<file path="config.mk">
export PLATFORM = sky130hd
export DESIGN_NAME = frame_capture_ctrl
export DESIGN_NICKNAME = d
export VERILOG_FILES = /design/src/rtl/frame_capture_ctrl.sv
export SDC_FILE = /design/constraint.sdc
export NUM_CORES = 1
export LEC_CHECK = 0
export ABC_AREA = 0
export CAP_MARGIN = 20
export CORE_MARGIN = 1
export CORE_UTILIZATION = 30
export DETAILED_ROUTE_END_ITERATION = 7
export GPL_TIMING_DRIVEN = 0
export PLACE_DENSITY = 0.8
export SLEW_MARGIN = 5
export SYNTH_ARGS = -nofsm -noshare
export SYNTH_HDL_FRONTEND = slang
export SYNTH_SLANG_ARGS = --single-unit
</file>
<file path="constraint.sdc">
create_clock -name clk -period 1.45 [get_ports clk]
set_input_delay 0.435 -clock clk [delete_from_list [all_inputs] [get_ports clk]]
set_output_delay 0.435 -clock clk [all_outputs]
set_load 0.03 [all_outputs]
</file>
<file path="src/rtl/frame_capture_ctrl.sv">
module frame_capture_ctrl #(
  parameter int ADDR_W = 32
) (
  input  logic              clk,
  input  logic              rst_n,
  input  logic              cap_req,
  input  logic              continuous,
  input  logic              sw_disable,
  input  logic              sw_reset,
  input  logic              frame_start,
  input  logic              frame_end,
  output logic              desc_req,
  input  logic              desc_ack,
  input  logic              desc_enable,
  input  logic [ADDR_W-1:0] desc_next,
  input  logic              xfer_done_clr,
  input  logic              list_done_clr,
  output logic              capture_active,
  output logic              xfer_done_evt,
  output logic              list_done_evt,
  output logic              xfer_done,
  output logic              list_done
);

  typedef enum logic [2:0] {IDLE, WAIT_SOF, XFER, FETCH_DESC, DONE} state_t;

  state_t state, state_nx;
  logic   cont_q, stop_q;
  logic   stop_nx, xe_nx, le_nx;

  wire desc_ok = desc_enable && (desc_next != '0);

  always_comb begin
    state_nx = state;
    stop_nx  = stop_q;
    xe_nx    = 1'b0;
    le_nx    = 1'b0;
    unique case (state)
      IDLE: if (cap_req) begin
        state_nx = WAIT_SOF;
        stop_nx  = 1'b0;
      end
      WAIT_SOF:
        if (sw_disable)       state_nx = DONE;
        else if (frame_start) state_nx = XFER;
      XFER: begin
        if (sw_disable) stop_nx = 1'b1;
        if (frame_end) begin
          xe_nx    = 1'b1;
          state_nx = (!cont_q || stop_nx) ? DONE : FETCH_DESC;
        end
      end
      FETCH_DESC: begin
        if (sw_disable) stop_nx = 1'b1;
        if (desc_ack) begin
          if (stop_nx)       state_nx = DONE;
          else if (desc_ok)  state_nx = WAIT_SOF;
          else begin
            state_nx = DONE;
            le_nx    = 1'b1;
          end
        end
      end
      DONE:    state_nx = IDLE;
      default: state_nx = IDLE;
    endcase
  end

  always_ff @(posedge clk or negedge rst_n) begin
    if (!rst_n) begin
      state         <= IDLE;
      cont_q        <= 1'b0;
      stop_q        <= 1'b0;
      xfer_done_evt <= 1'b0;
      list_done_evt <= 1'b0;
      xfer_done     <= 1'b0;
      list_done     <= 1'b0;
    end else if (sw_reset) begin
      state         <= IDLE;
      cont_q        <= 1'b0;
      stop_q        <= 1'b0;
      xfer_done_evt <= 1'b0;
      list_done_evt <= 1'b0;
      xfer_done     <= 1'b0;
      list_done     <= 1'b0;
    end else begin
      state         <= state_nx;
      stop_q        <= stop_nx;
      if (state == IDLE && cap_req) cont_q <= continuous;
      xfer_done_evt <= xe_nx;
      list_done_evt <= le_nx;
      xfer_done     <= xe_nx | (xfer_done & ~xfer_done_clr);
      list_done     <= le_nx | (list_done & ~list_done_clr);
    end
  end

  assign capture_active = (state == WAIT_SOF) || (state == XFER) || (state == FETCH_DESC);
  assign desc_req       = (state == FETCH_DESC);

  AST_EVT_SETS_FLAG: assert property (@(posedge clk) disable iff (!rst_n)
    xfer_done_evt |-> xfer_done);
  AST_XFER_AFTER_SOF: assert property (@(posedge clk) disable iff (!rst_n)
    $rose(state == XFER) |-> $past(frame_start));
  AST_SINGLE_STOPS: assert property (@(posedge clk) disable iff (!rst_n)
    (state == XFER && frame_end && !cont_q && !sw_reset) |=> !capture_active && !desc_req);
  AST_LIST_END_IDLE: assert property (@(posedge clk) disable iff (!rst_n)
    list_done_evt |-> !capture_active && list_done);
  AST_CHAIN_GOES_ON: assert property (@(posedge clk) disable iff (!rst_n)
    (desc_req && desc_ack && desc_ok && !stop_q && !sw_disable && !sw_reset) |=> capture_active && !desc_req);
  AST_SOFT_RESET: assert property (@(posedge clk) disable iff (!rst_n)
    sw_reset |=> !capture_active && !xfer_done && !list_done && !xfer_done_evt);
  AST_REQ_HELD: assert property (@(posedge clk) disable iff (!rst_n)
    (desc_req && !desc_ack && !sw_reset) |=> desc_req);

endmodule

</file>
==> metrics.md <==
| Metric | Value |
|---|---|
| Outcome | finished with violations |
| Violated checks | setup timing |
| Die Width | 45.80 um |
| Crit. path cell count | 5 |
| Cell variety after synth | 26 |
| Leakage | 0.5117 nW |
| CP Launch Type | register |
| Num CTS Buffers | 3 |
| CP max-delay cell | dfrtp_1 |
| Area growth from synthesis to layout | 107.0% |
| Final core occ | 67.52% |
| Diodes inserted | 0 |
| Switching power | 0.1840 mW |
| Full die area | 0.002098 mm2 |
| Core area | 0.001764 mm2 |
| Tightest Pin Transition | 415.5 ps |
| Fill cells | 170 |
| Root buffer cell | clkbuf_4 |
| Sequential area share after synthesis | 39.13% |
| Slack of the critical path | -131.1 ps |
| Placed Cells | 141 |
| I/O Pins | 50 |
| CP Class | reg2out |
| Final HPWL DP | 1.599 mm |
| Final TNS setup | -207.8 ps |
| Hold crit path type | in2async |
| Worst-path fanout max | 6 |
| Yosys reg bits | 9 |
| Gate power share | 31.5% |
| WP buf/inv | 3 |
| H-tree lvl count | 1 |
| Flop pwr share | 39.8% |
| Placed Area | 0.001097 mm2 |
| Critical Path End Type | output port |
| # port buffers | 49 |
| Peak Freq | 632.5 MHz |
| Mapped Area | 575.6 um2 |
| Total Nets Final | 171 |
| Slew HR | 72.21% |
| Delay of the slowest critical-path stage | 380 ps |
| Int Power | 0.4839 mW |
| First-pass GRT wire length | 3.222 mm |
| DRC Markers | 0 |
| Vias | 789 |
| Final Instance Area | 0.001191 mm2 |
| Max IR drop VDD | 0.2803 mV |
| Synth top area cells | dfrtp_1 (39%), nor4_1 (8.7%), nand2b_1 (5.4%) |
| CP delay by family, top | flip-flops |
| Worst Hold Slack | 473.6 ps |
| Area share of the largest cell type after synthesis | 39.13% |
| Power per cell area | 560.8 mW/mm2 |
| Switching share of power | 27.55% |
| Critical path cell sequence | buf_6 -> inv_8 -> nor2_4 -> and2_4 -> buf_6 |
| Maximum root-to-sink buffer count | 2 |
| Clock skew | 2.362 ps |
| Area occupied by multi-input gates | 379.1 um2 |
| Post-synth net total | 111 |
| Initial Util | 32.62% |
| Pins over their slew limit | 0 |
| GP Congestion | 0.8490 |
| Clock Power Share | 28.7% |
| Period Utilization, post-route | 109.0% |
| DIE HEIGHT | 45.80 um |
| Layout cell share with drive strength beyond 1 | 22.22% |
| Post-synth top area cell | dfrtp_1 |
| Most frequent CP cell | buf_6 |
| Clock sinks | 9 |
| Setup repair after global routing missed its margin | true |
| Avg WL per Cell | 14.29 um |
| CTS hold repair buffers | 0 |
| Reg2Reg Setup Slack | 60 ps |
| Clk slew on worst S/H paths | 60 ps |
| Final Hold Viols | 0 |
| Row count | 15 |
| Worst reg-to-reg path cell count | 5 |
| Largest net degree at the start of global routing | 11 |
| TritonRoute pass-1 iters | 4 |
| Synth Area per Inst | 8.590 um2 |
| Non-Filler Instances | 151 |
| Max Cap Viol | 0 |
| Initial antenna violation count | 0 |
| DRT antenna net count | 0 |
| Period minus WS final | 1581 ps |
| Final setup viols | 2 |
| Worst path arrival time | 1150 ps |
| Mapped Cells | 67 |
| CTS tree | done |
| Via density | 5.225 |
| GRT Residual Overflow | 0 |
| Routed wire length | 2.158 mm |
| Worst endpoint required time | 1020 ps |
| Total global-route track usage | 21.83% |
| Sequential Area | 226.5 um2 |
| Synth warn | 0 |
| Worst-skew pair later-pin latency | 260 ps |
| Initial DRC Count | 22 |
| Vias in the first global route | 745 |
-- layout by cell type, fill, tap and decap left out, drive strengths merged, types with 3 or more instances in the layout --
| cell | n |
|---|---|
| a21oi | 3 |
| nor3 | 5 |
| dlygate4sd2 | 35 |
| nor2 | 7 |
| nor4 | 9 |
| clkbuf | 4 |
| dfrtp | 9 |
| buf | 10 |
| nand4 | 3 |
| nand2 | 5 |
| clkdlybuf4s50 | 10 |
| nand2b | 5 |
-- layout make-up --
type	instances	area share, %
timing repair buffer	55	41.18
multi-input combinational	54	31.83
tap	25	2.626
clock buffer	4	2.206
inverter	2	1.261
sequential	9	19.01
buffer	2	1.891
-- final timing paths --
path	from	end
min reg2reg	xfer_done	xfer_done
min in group clk	xfer_done	xfer_done
max	state[1]	desc_req
max in group asynchronous	rst_n	state[2]
max reg2reg	state[1]	state[1]
min	rst_n	list_done_evt
-- per-stage QoR --
step / total power, mW / setup WS (ps)
floorplan: 0.3308 / 0.5136
finish: 0.6680 / -131.1
global route: 0.7081 / -179.7
CTS: 0.6580 / -161.3
global placement: 0.4731 / -478.3
detailed placement: 0.4777 / -481.0
-- power groups by stage --
stage / clock [mW] / sequential, mW / combinational (mW)
CTS: 0.194 / 0.265 / 0.200
finish: 0.192 / 0.266 / 0.210
floorplan: 0 / 0.269 / 0.0619
global placement: 0 / 0.270 / 0.203
detailed placement: 0 / 0.270 / 0.208
global route: 0.215 / 0.266 / 0.227
-- kinds of logic after synthesis --
group                  count (synthesis)  synth area share, %
buffers and inverters                  4                3.478
AND/OR/NAND/NOR                       38                35.65
flip-flops                             9                39.13
multiplexers                           1                1.739
AO/OA/AOI/OAI                         15                20.00
-- synthesized netlist by cell type --
master and n:
buf_2 1, nand4_1 3, nand2_1 5, o211ai_2 1, or3_1 1, o32ai_1 1
buf_4 1, a21oi_1 3, a211oi_2 1, nor3_1 5, nor4_2 1, o31ai_1 1
nand2b_1 5, nor2_1 7, o31a_1 1, o211ai_1 1, o21a_1 2, mux2i_1 1
nand3_1 2, and2_1 1, dfrtp_1 9, o21ai_0 2, nor4_1 8, o2bb2ai_1 1
o221ai_1 1, inv_1 2
-- timing repair --
action | 4_1_cts | 5_1_grt
setup buffers | 3 | 3
cloned | 0 | 0
pin swaps | 14 | 5
endpoints found under the setup margin | 11 | 8
resized for setup | 63 | 8
-- flip-flops by register name, indices dropped and copies added (netlist names) --
register and count:
list_done 1, list_done_evt 1, stop_q 1, xfer_done 1, cont_q 1, xfer_done_evt 1
state 3
-- per-layer routing --
layer	vias to the layer above	GRT usage [%]	part of all wire (%)
met1	368	23.56	36
met4	0	7.059	1.4
met2	41	43.14	58
li1	375	-	-
met3	5	2.381	4.6
met5	-	0	0
Note: power is estimated with default switching activity, not from simulation.
